[src/rtl/cfg_space_pkg.sv]
package cfg_space_pkg;
  localparam int DW_ADDR_W = 6;
  typedef logic [DW_ADDR_W-1:0] dw_addr_t;

  // dword indices (byte offset / 4); fixed by the header layout
  localparam dw_addr_t DW_ID     = 6'h00;
  localparam dw_addr_t DW_CMDSTS = 6'h01;
  localparam dw_addr_t DW_CLASS  = 6'h02;
  localparam dw_addr_t DW_BAR    = 6'h04;
  localparam dw_addr_t DW_SUBSYS = 6'h0B;
  localparam dw_addr_t DW_CAPPTR = 6'h0D;
  localparam dw_addr_t DW_INTR   = 6'h0F;
  localparam dw_addr_t DW_SSALI  = 6'h11;
  localparam dw_addr_t DW_PMHDR  = 6'h14;
  localparam dw_addr_t DW_PMCSR  = 6'h15;
  localparam dw_addr_t DW_MODE   = 6'h16;

  localparam logic [7:0]  PM_CAP_OFS = 8'h50;
  localparam logic [7:0]  PM_CAP_ID  = 8'h01;
  localparam logic [15:0] PM_CAPS    = 16'h0401; // D2 supported, spec version 1.0
  localparam logic [15:0] CMD_WMASK  = 16'h0146;
  localparam logic [15:0] STS_EVMASK = 16'hF900;

  // one byte of mask per enabled lane
  function automatic logic [31:0] lane_mask32(input logic [3:0] be);
    lane_mask32 = {{8{be[3]}}, {8{be[2]}}, {8{be[1]}}, {8{be[0]}}};
  endfunction

  function automatic logic [31:0] merge32(input logic [31:0] cur, input logic [31:0] nw,
                                          input logic [3:0] be, input logic [31:0] wmask);
    logic [31:0] m;
    m = lane_mask32(be) & wmask;
    merge32 = (cur & ~m) | (nw & m);
  endfunction

  function automatic logic [15:0] merge16(input logic [15:0] cur, input logic [15:0] nw,
                                          input logic [1:0] be, input logic [15:0] wmask);
    logic [15:0] m;
    m = {{8{be[1]}}, {8{be[0]}}} & wmask;
    merge16 = (cur & ~m) | (nw & m);
  endfunction

  // sticky bits: events set, ones written clear; a set beats a clear
  function automatic logic [15:0] sticky16(input logic [15:0] cur, input logic [15:0] set,
                                           input logic [15:0] clr);
    sticky16 = (cur & ~clr) | set;
  endfunction
endpackage

[src/rtl/cfg_cmd_status.sv]
module cfg_cmd_status
  import cfg_space_pkg::*;
(
  input  logic        clk,
  input  logic        rst_n,
  input  logic        wr_en,
  input  logic [3:0]  be,
  input  logic [31:0] wdata,
  input  logic        cap_list_on,
  input  logic        ev_master_dperr,
  input  logic        ev_sig_tabort,
  input  logic        ev_rcv_tabort,
  input  logic        ev_rcv_mabort,
  input  logic        ev_sig_serr,
  input  logic        ev_parity_err,
  output logic [15:0] cmd_q,
  output logic [15:0] sts_rd,
  output logic        per_en,
  output logic        dpd_bit
);
  localparam logic [15:0] STS_CONST = 16'h0200; // medium DEVSEL timing

  logic [15:0] sts_ev_q;
  logic [15:0] ev_set;
  logic [15:0] ev_clr;

  assign per_en  = cmd_q[6];
  assign ev_set  = {ev_parity_err, ev_sig_serr, ev_rcv_mabort, ev_rcv_tabort, ev_sig_tabort,
                    2'b00, ev_master_dperr & per_en, 8'h00};
  assign ev_clr  = wr_en ? (wdata[31:16] & {{8{be[3]}}, {8{be[2]}}} & STS_EVMASK) : 16'h0;

  always_ff @(posedge clk) begin
    if (!rst_n) begin
      cmd_q    <= '0;
      sts_ev_q <= '0;
    end else begin
      if (wr_en) cmd_q <= merge16(cmd_q, wdata[15:0], be[1:0], CMD_WMASK);
      sts_ev_q <= sticky16(sts_ev_q, ev_set, ev_clr) & STS_EVMASK;
    end
  end

  assign dpd_bit = sts_ev_q[8];
  assign sts_rd  = sts_ev_q | STS_CONST | {11'h0, cap_list_on, 4'h0};
endmodule

[src/rtl/cfg_id_bar.sv]
module cfg_id_bar
  import cfg_space_pkg::*;
#(
  parameter int          BAR_SIZE_LOG2 = 15,
  parameter logic [15:0] SSVID_RST     = 16'h1073,
  parameter logic [15:0] SSID_RST      = 16'h000C
) (
  input  logic        clk,
  input  logic        rst_n,
  input  logic        wr_bar,
  input  logic        wr_alias,
  input  logic        wr_intr,
  input  logic [3:0]  be,
  input  logic [31:0] wdata,
  output logic [31:0] bar_q,
  output logic [31:0] subsys_q,
  output logic [7:0]  int_line_q
);
  localparam logic [31:0] BAR_WMASK = 32'hFFFF_FFFF << BAR_SIZE_LOG2;

  always_ff @(posedge clk) begin
    if (!rst_n) begin
      bar_q      <= '0;
      subsys_q   <= {SSID_RST, SSVID_RST};
      int_line_q <= '0;
    end else begin
      if (wr_bar)   bar_q    <= merge32(bar_q, wdata, be, BAR_WMASK);
      if (wr_alias) subsys_q <= merge32(subsys_q, wdata, be, 32'hFFFF_FFFF);
      if (wr_intr && be[0]) int_line_q <= wdata[7:0];
    end
  end
endmodule

[src/rtl/cfg_pm_cap.sv]
module cfg_pm_cap (
  input  logic       clk,
  input  logic       rst_n,
  input  logic       wr_csr,
  input  logic       wr_mode,
  input  logic       be0,
  input  logic [1:0] wdata_lo,
  output logic [1:0] pm_state,
  output logic       cap_hide
);
  localparam logic [1:0] ST_D1 = 2'b01;

  logic state_ok;
  assign state_ok = (wdata_lo != ST_D1);

  always_ff @(posedge clk) begin
    if (!rst_n) begin
      pm_state <= 2'b00;
      cap_hide <= 1'b0;
    end else begin
      if (wr_csr && be0 && state_ok) pm_state <= wdata_lo;
      if (wr_mode && be0) cap_hide <= wdata_lo[0];
    end
  end
endmodule

[src/rtl/pci_cfg_regfile.sv]
module pci_cfg_regfile
  import cfg_space_pkg::*;
#(
  parameter logic [15:0] VEN_ID        = 16'h1073,
  parameter logic [15:0] DEV_ID        = 16'h000C,
  parameter logic [7:0]  REV_ID        = 8'h03,
  parameter logic [7:0]  PROG_IF       = 8'h00,
  parameter logic [7:0]  SUB_CLASS     = 8'h01,
  parameter logic [7:0]  BASE_CLASS    = 8'h04,
  parameter logic [7:0]  INT_PIN       = 8'h01,
  parameter int          BAR_SIZE_LOG2 = 15
) (
  input  logic                 clk,
  input  logic                 rst_n,
  input  logic                 cfg_wr,
  input  logic                 cfg_rd,
  input  logic [DW_ADDR_W-1:0] cfg_addr,
  input  logic [3:0]           cfg_be,
  input  logic [31:0]          cfg_wdata,
  output logic [31:0]          cfg_rdata,
  input  logic                 ev_master_dperr,
  input  logic                 ev_sig_tabort,
  input  logic                 ev_rcv_tabort,
  input  logic                 ev_rcv_mabort,
  input  logic                 ev_sig_serr,
  input  logic                 ev_parity_err,
  output logic                 mem_en,
  output logic                 bm_en,
  output logic [1:0]           pm_state
);
  logic [15:0] cmd_q;
  logic [15:0] sts_rd;
  logic        per_en;
  logic        dpd_bit;
  logic [31:0] bar_q;
  logic [31:0] subsys_q;
  logic [7:0]  int_line_q;
  logic        cap_hide;
  logic [31:0] rd_mux;
  logic        wr_cmd, wr_bar, wr_alias, wr_intr, wr_csr, wr_mode;

  assign wr_cmd   = cfg_wr && (cfg_addr == DW_CMDSTS);
  assign wr_bar   = cfg_wr && (cfg_addr == DW_BAR);
  assign wr_alias = cfg_wr && (cfg_addr == DW_SSALI);
  assign wr_intr  = cfg_wr && (cfg_addr == DW_INTR);
  assign wr_csr   = cfg_wr && (cfg_addr == DW_PMCSR);
  assign wr_mode  = cfg_wr && (cfg_addr == DW_MODE);

  cfg_cmd_status u_cmdsts (
    .clk(clk), .rst_n(rst_n), .wr_en(wr_cmd), .be(cfg_be), .wdata(cfg_wdata),
    .cap_list_on(!cap_hide),
    .ev_master_dperr(ev_master_dperr), .ev_sig_tabort(ev_sig_tabort),
    .ev_rcv_tabort(ev_rcv_tabort), .ev_rcv_mabort(ev_rcv_mabort),
    .ev_sig_serr(ev_sig_serr), .ev_parity_err(ev_parity_err),
    .cmd_q(cmd_q), .sts_rd(sts_rd), .per_en(per_en), .dpd_bit(dpd_bit)
  );

  cfg_id_bar #(.BAR_SIZE_LOG2(BAR_SIZE_LOG2), .SSVID_RST(VEN_ID), .SSID_RST(DEV_ID)) u_idbar (
    .clk(clk), .rst_n(rst_n), .wr_bar(wr_bar), .wr_alias(wr_alias), .wr_intr(wr_intr),
    .be(cfg_be), .wdata(cfg_wdata),
    .bar_q(bar_q), .subsys_q(subsys_q), .int_line_q(int_line_q)
  );

  cfg_pm_cap u_pm (
    .clk(clk), .rst_n(rst_n), .wr_csr(wr_csr), .wr_mode(wr_mode),
    .be0(cfg_be[0]), .wdata_lo(cfg_wdata[1:0]),
    .pm_state(pm_state), .cap_hide(cap_hide)
  );

  always_comb begin
    case (cfg_addr)
      DW_ID:     rd_mux = {DEV_ID, VEN_ID};
      DW_CMDSTS: rd_mux = {sts_rd, cmd_q};
      DW_CLASS:  rd_mux = {BASE_CLASS, SUB_CLASS, PROG_IF, REV_ID};
      DW_BAR:    rd_mux = bar_q;
      DW_SUBSYS: rd_mux = subsys_q;
      DW_CAPPTR: rd_mux = {24'h0, cap_hide ? 8'h00 : PM_CAP_OFS};
      DW_INTR:   rd_mux = {16'h0, INT_PIN, int_line_q};
      DW_PMHDR:  rd_mux = {PM_CAPS, 8'h00, PM_CAP_ID};
      DW_PMCSR:  rd_mux = {30'h0, pm_state};
      DW_MODE:   rd_mux = {31'h0, cap_hide};
      default:   rd_mux = 32'h0;
    endcase
  end

  always_ff @(posedge clk) begin
    if (!rst_n) cfg_rdata <= '0;
    else if (cfg_rd) cfg_rdata <= rd_mux & lane_mask32(cfg_be);
  end

  assign mem_en = cmd_q[1];
  assign bm_en  = cmd_q[2];
endmodule

[config.mk]
export PLATFORM = sky130hd
export DESIGN_NAME = pci_cfg_regfile
export DESIGN_NICKNAME = d
export VERILOG_FILES = /design/src/rtl/cfg_space_pkg.sv /design/src/rtl/cfg_cmd_status.sv /design/src/rtl/cfg_id_bar.sv /design/src/rtl/cfg_pm_cap.sv /design/src/rtl/pci_cfg_regfile.sv
export SDC_FILE = /design/constraint.sdc
export NUM_CORES = 1
export LEC_CHECK = 0
export BUFFER_PORTS_ARGS = -buffer_cell sky130_fd_sc_hd__buf_2
export CAP_MARGIN = 20
export CORE_MARGIN = 10
export CORE_UTILIZATION = 51
export CTS_BUF_LIST = sky130_fd_sc_hd__clkbuf_4
export DETAILED_ROUTE_END_ITERATION = 6
export MAX_ROUTING_LAYER = met4
export PLACE_DENSITY = 0.85
export SYNTH_ARGS = -nofsm -noshare
export SYNTH_HDL_FRONTEND = slang
export SYNTH_SLANG_ARGS = --single-unit
[constraint.sdc]
create_clock -name clk -period 1.5 [get_ports clk]
set_input_delay 0.075 -clock clk [delete_from_list [all_inputs] [get_ports clk]]
set_output_delay 0.075 -clock clk [all_outputs]
set_load 0.02 [all_outputs]
# After elaboration in Yosys (flattened, before gate mapping)

Index checks and enable logic that the tools add are counted.

Bits in registers: 139
Bits of input ports: 52
Word-level logic and storage cells: 54

Equality and inequality tests: 11
Muxes and demuxes: 3
Bitwise operators: 19
Reduce and logical (&&, ||, !) cells: 12

Operators by type and width:

| kind                                                             | count |
|---|---|
| 32-bit case mux with 10 select lines                             | 1 |
| 32-bit bitwise AND                                               | 5 |
| 32-bit NOT                                                       | 2 |
| 32-bit OR                                                        | 2 |
| 16-bit bitwise AND                                               | 3 |
| 16-bit OR                                                        | 2 |
| 6-bit by 5-bit == test with 1-bit output (second input constant) | 4 |
| 6-bit by 4-bit == test with 1-bit output (second input constant) | 3 |
| 16-bit by 9-bit bitwise AND with 16-bit output                   | 1 |
| 16-bit two-way mux                                               | 1 |
| 16-bit NOT                                                       | 1 |
| 9-bit NOT with 16-bit output                                     | 1 |
| 16-bit by 5-bit OR with 16-bit output                            | 1 |
| 1-bit logical AND                                                | 10 |
| 7-bit two-way mux                                                | 1 |
| 6-bit by 1-bit == test with 1-bit output (second input constant) | 1 |
| 6-bit by 2-bit == test with 1-bit output (second input constant) | 1 |
| 6-bit by 3-bit == test with 1-bit output (second input constant) | 1 |
| 6-bit logical NOT                                                | 1 |
| 2-bit by 1-bit != test with 1-bit output (second input constant) | 1 |
| 1-bit bitwise AND                                                | 1 |
| 1-bit logical NOT                                                | 1 |

# Longest topological paths before layout

Gate-level depths: netlist (run 1).

Depth in word-level cells: 6
Mapped depth: 7
Mapped depth without buffers: 4

# Hierarchy

Synthesis (run 1) repeated with hierarchy kept, for this count alone.

Cells, all modules: 617
Area, all modules: 5206.2 µm²

By module, submodules not included:

| module          | instances | cells an instance | area each (µm²) | sequential area each (µm²) |
|---|---|---|---|---|
| cfg_id_bar      | 1         | 284               | 2422.3          | 1141.1 |
| pci_cfg_regfile | 1         | 251               | 2065.7          | 640.6 |
| cfg_cmd_status  | 1         | 70                | 594.3           | 200.2 |
| cfg_pm_cap      | 1         | 12                | 123.9           | 60.1 |

# Least setup slack after synthesis (run 1)

Ideal clock, no wire load.

Kind: input -> register
From: input cfg_addr[1]
To: register (tool-made name)
Library setup time: 128 ps
Arrival: 1442 ps
Required time: 1372 ps
Setup slack: -69 ps
Cell stages on the path: 6
Path buffers: 2
Cells stage by stage: or4b_1 -> buf_6 -> or3_1 -> buf_2 -> mux2i_1 -> nor2_1

RTL lines:

| item            | line                  | text |
|---|---|---|
| start, declared | pci_cfg_regfile.sv:17 | `input logic [DW_ADDR_W-1:0] cfg_addr,` |

==> flow_metrics.tcl, run 1 <==
set metrics [dict create \
    synth-edff-count 0 \
    ios 88 \
    ff_latch_area_sq_um 2042 \
    path_max_fanout 9 \
    finClkSkew_ns 0.01339 \
    routedWlPerCell_microns 18.62 \
    synth_area_per_cell_sq_um 9.533 \
    fin_area_sq_um 5873 \
    tightest_slew_ns 0.4645 \
    synth_seq_area_share_pct 46.67 \
    nets 666 \
    slowest_stage "dlygate4sd3_1" \
    crit_type "in2reg" \
    hp-class "in2reg" \
    crit-reg2reg-launch "u_pm.cap_hide" \
    finalCriticalPeriod_ns 1.411 \
    dp_cells 665 \
    reg2regPathDepth 4 \
    gr-total-overflow 0 \
    clock-sinks 102 \
    hpwl_microns 9315 \
    die_x_microns 112.6 \
    ys_top_cells_by_area "dfxtp_1, mux2i_1, nor2_1, nand2_1, o21ai_0" \
    r2r-end "cfg_rdata[6]" \
    final_common_cell "dfxtp_1" \
    drc 0 \
    internal_power_mw 3.654 \
    setup_ws_ns 0.08867 \
    fillers 591 \
    core_sq_um 8299 \
    critical-path-top-delay-family "buffers and inverters" \
    status "finished clean" \
    comb_power_share_pct 10.5 \
    htreeDepth 3 \
    p_total_mw 4.890 \
    grt_setup_unrepaired "no" \
    synth_area_leader_cell "dfxtp_1" \
    period_share_pct 94.09 \
    wirelength_microns 13500 \
    synth_area_sq_um 4375 \
    tritoncts "built" \
    maxSlewViolCount 0 \
    track_usage_pct 21.22 \
    finalWeightedCongestion 0.9227 \
    worst_ep_arrival_time_ns 1.80 \
    hold_slack_ns 0.08940 \
    min_to "cfg_rdata[18]" \
    cts-root-buf "clkbuf_4" \
    num_vias 4264 \
    critPathBufInv 3 \
    switching_share_pct 25.27 \
    clkPwrFrac_pct 33.6 \
    setup_viol 0 \
    io_buffers 87 \
    tns_ns 0 \
    grt_max_degree 36 \
    vdd_drop_max_v 0.0006072 \
    cp-start-kind "input port" \
    drtIter0Drc 351 \
    worstSetupPathDepth 7 \
    placed_area_sq_um 5274 \
    hold_viol 0 \
    fin_util_pct 70.77 \
    fin_cells 725 \
    power.density_nw_per_um2 832.6 \
    first_pass_iters 7 \
    whs_path_depth 3 \
    async_flop_share_pct 0 \
    synthFlopType "dfxtp_1" \
    drive_gt1_share_pct 26.82 \
    p_switching_mw 1.236 \
    r2r_slack_ns 0.28 \
    p_leak_nw 2.572 \
    synth_cell_types 49 \
    grt_pass1_wl_microns 21850 \
    maxCapViolCount 0 \
    critPathRequiredTime_ns 1.89 \
    chipHeight_microns 112.6 \
    cts.clk_slew.worst_paths_ns 0.16 \
    crit_path_end_kind "register" \
    max_slew_margin_pct 68.90 \
    antenna_found_initial 1 \
    place_ws_ns -0.1616 \
    synth.top_cell.area_share_pct 46.67 \
    viasPerCell 5.881 \
    grt_pass1_vias 4422 \
    synth_warnings 0 \
    mostFrequentLayoutCells "dfxtp_1, buf_2, mux2i_1" \
    clkLatencyLatePin_ns 0.46 \
    min_from "cfg_rd" \
    multi_input_comb_area_sq_um 2195 \
    ys_seq_elements 102 \
    fmax_ghz 0.7086 \
    syn_inst 459 \
    syn2layout_area_growth_pct 34.23 \
    tritoncts.num_buffers 9 \
    row_count 33 \
    critical_path.max_stage_delay_ns 0.53 \
    worstPathCellList "dlygate4sd3_1 > buf_2 > buf_4 > nor2b_2 > nand2_1 > o31a_1 > a22oi_1" \
    start_util_pct 52.72 \
    cts_buffer_depth 2 \
    sequentialPowerShare_pct 55.9 \
    synth_fp_nets 511 \
    dieArea_sq_um 12680 \
    ant_nets 0 \
]
worst max path at each step:
stage	from	end	slack, ns
after floorplan	cfg_addr[2]	register	-0.005
final	rst_n	cfg_rdata[1]	0.09
after CTS	rst_n	cfg_rdata[1]	0.14
after detailed placement	cfg_addr[2]	register	-0.16
after global placement	cfg_addr[2]	register	-0.11
after global routing	rst_n	cfg_rdata[1]	0.009
Yosys cell counts (2+ instances only):
library cell / number
dfxtp_1: 102
mux2i_1: 64
nor2_1: 59
nand2_1: 34
clkbuf_1: 21
o21ai_0: 21
a21oi_1: 15
a22o_1: 10
inv_1: 8
nand2b_1: 8
nand4_1: 8
a222oi_1: 7
buf_2: 7
nor3_1: 7
nor2b_1: 6
a31oi_1: 5
nor3b_1: 5
a22oi_1: 4
a32o_1: 4
a32oi_1: 4
and2_1: 4
mux2_2: 4
nand3_1: 4
nand4b_1: 4
nor3_4: 4
a211oi_1: 3
and3_1: 3
or2_2: 3
or3_1: 3
a221o_1: 2
a221oi_1: 2
a41o_1: 2
a41oi_1: 2
nand3b_1: 2
nand4_2: 2
nor3_2: 2
o31ai_1: 2
worst register-to-register path, cell delays in order (launching register included):
cell and delay, ns:
dfxtp_1 0.36, nand4b_1 0.17, a21oi_1 0.32, a221oi_1 0.11, o21ai_0 0.20
power groups by stage:
stage	Clock, mW	Sequential [mW]	Combinational [mW]
floorplan	0	2.79	0.196
global placement	0	2.79	0.394
detailed placement	0	2.79	0.408
CTS	1.64	2.73	0.499
global route	1.76	2.74	0.547
finish	1.64	2.73	0.513
area by class of cell:
type / instances / share of cell area [%]
clock inverter: 7 / 1.640
antenna: 1 / 0.04261
tap: 105 / 2.237
inverter: 8 / 0.5113
clock buffer: 9 / 1.150
multi-input combinational: 319 / 37.37
sequential: 102 / 34.77
timing repair buffer: 174 / 22.28
routing by layer:
metal | wire length [microns] | GRT usage (%) | vias to the layer above
li1 | - | - | 1984
met1 | 5706 | 24.86 | 2035
met2 | 6550 | 34.14 | 211
met3 | 914 | 4.313 | 34
met4 | 331 | 9.898 | 0
met5 | 0 | - | -
cell families (layout without fill, tap and decap cells):
family                 after synthesis  after routing  synth area share (%)
AND/OR/NAND/NOR                    162            162                 19.56
AO/OA/AOI/OAI                       89             89                 14.47
buffers and inverters               38            198                 3.632
flip-flops                         102            102                 46.67
multiplexers                        68             68                 15.67
other                                0              1                     0
what timing repair did:
action / in CTS / in global routing
endpoints found under the setup margin: 0 / 1
gates resized for setup: 0 / 1
buffers inserted: 0 / 0
hold buffers: 43 / 0
endpoints found under the hold margin: 78 / 0
Power figures use the tool's default switching activity.
==> inputs of run 2 (changes only) <==
==> constraint.sdc (replaced) <==
create_clock -name clk -period 1.5 [get_ports clk]
set_input_delay 0.075 -clock clk [delete_from_list [all_inputs] [get_ports clk]]
set_output_delay 0.075 -clock clk [all_outputs]
set_load 0.05 [all_outputs]
==> run 2 against run 1 <==
Compared with the run above:
- maximum frequency shrank 0.26%
- flip-flop and latch count is the same
- worst setup slack lost 0.0036 ns
- final cell count grew 0.14%
- clock power shrank 12%
- largest cell class unchanged
==> flow_metrics.tcl, run 2 (synthesis gave the netlist of run 1 again) <==
set metrics [dict create \
    status "finished clean" \
    p_total_mw 4.674 \
    fin_area_sq_um 5817 \
    cts.clk_slew.worst_paths_ns 0.14 \
    path_max_fanout 8 \
    antenna_found_initial 2 \
    worst_ep_arrival_time_ns 1.79 \
    drtIter0Drc 313 \
    wirelength_microns 13330 \
    viasPerCell 5.837 \
    vdd_drop_max_v 0.0005802 \
    ios 88 \
    syn2layout_area_growth_pct 32.94 \
    maxCapViolCount 0 \
    track_usage_pct 20.75 \
    placed_area_sq_um 5254 \
    routedWlPerCell_microns 18.36 \
    hpwl_microns 9541 \
    grt_setup_unrepaired "no" \
    maxSlewViolCount 0 \
    core_sq_um 8299 \
    setup_viol 0 \
    power.density_nw_per_um2 803.5 \
    tritoncts "built" \
    tritoncts.num_buffers 9 \
    cts_setup_buffers 0 \
    hold_viol 0 \
    crit_path_end_kind "register" \
    mostFrequentLayoutCells "dfxtp_1, buf_2, mux2i_1" \
    p_leak_nw 2.542 \
    finClkSkew_ns 0.01159 \
    finalCriticalPeriod_ns 1.415 \
    hp-class "in2reg" \
    crit_type "in2reg" \
    dieArea_sq_um 12680 \
    grt_pass1_wl_microns 21290 \
    die_x_microns 112.6 \
    nets 666 \
    max_slew_margin_pct 67.94 \
    drc 0 \
    grt_pass1_vias 4325 \
    start_util_pct 52.72 \
    first_pass_iters 6 \
    period_share_pct 94.33 \
    fin_util_pct 70.09 \
    io_buffers 87 \
    tightest_slew_ns 0.4808 \
    cp-start-kind "input port" \
    critPathRequiredTime_ns 1.87 \
    clkLatencyLatePin_ns 0.45 \
    clock-sinks 102 \
    gr-total-overflow 0 \
    fmax_ghz 0.7067 \
    htreeDepth 3 \
    ant_nets 0 \
    final_common_cell "dfxtp_1" \
    row_count 33 \
    num_vias 4238 \
    chipHeight_microns 112.6 \
    cts_buffer_depth 2 \
    cts-root-buf "clkbuf_4" \
    grt_max_degree 31 \
    drive_gt1_share_pct 26.49 \
    finalWeightedCongestion 0.9052 \
]
## run 2: cell types whose count changed in the layout (fill, tap and decap cells not counted), sizes merged
cell | before | now
clkinvlp | 1 | 2
bufinv | 2 | 1
diode | 1 | 2
buf | 131 | 132
dlygate4sd3 | 43 | 42
## run 2: per-stage QoR
stage	setup WS, ns	instances	hold WS [ns]	setup TNS (ns)
after global routing	0.06623	726	0.005300	0
after floorplan	-0.008044	459	0.1760	-0.04751
after CTS	0.1234	724	0.001531	0
after global placement	-0.1075	666	0.2888	-1.744
after detailed placement	-0.1998	666	0.2980	-3.902
final	0.08502	726	0.03602	0
## run 2: cell type report
cell class              instances  area, sq um
diodes                          2        5.005
inverters                       8        30.03
repair buffers                174         1281
flip-flops and latches        102         2042
well taps                     105        131.4
fillers                       591         2482
multi-input cells             319         2190
clock inverters                 7        70.07
clock buffers                   9        67.56
## run 2: worst paths after layout
kind                               from       endpoint  slack [ns]  depth (start not counted)
hold / removal                    rst_n       register        0.04                          3
setup / recovery                 cfg_wr       register        0.09                          6
hold reg to reg           cfg_rdata[30]  cfg_rdata[30]        0.47                          2
setup reg to reg  u_idbar.int_line_q[0]   cfg_rdata[0]        0.37                          3
## run 2: worst max-delay path, cell delays in order
cell and delay [ns]:
dlygate4sd3_1 0.55, buf_2 0.22, nand2_1 0.14, or3_1 0.45
mux2i_1 0.16, nor2_1 0.19
## run 2: metal layers
| layer | track usage (%) | share of wire (%) | vias up |
|---|---|---|---|
| met4 | 10.74 | 3.1 | 0 |
| li1 | - | - | 1996 |
| met1 | 23.77 | 41 | 2006 |
| met2 | 33.72 | 49 | 193 |
| met3 | 3.994 | 6.7 | 43 |
| met5 | - | 0 | - |
## run 2: what timing repair did
item | CTS | global route
endpoints found under the hold margin | 78 | 0
hold buffers | 42 | 0
gates resized for setup | 0 | 0
## run 2: power breakdown
part           switching [mW]  total, mW  internal [mW]
Combinational           0.268      0.503          0.235
Clock                   0.928       1.44          0.510
Sequential            0.00841       2.73           2.72
Total                    1.20       4.67           3.47
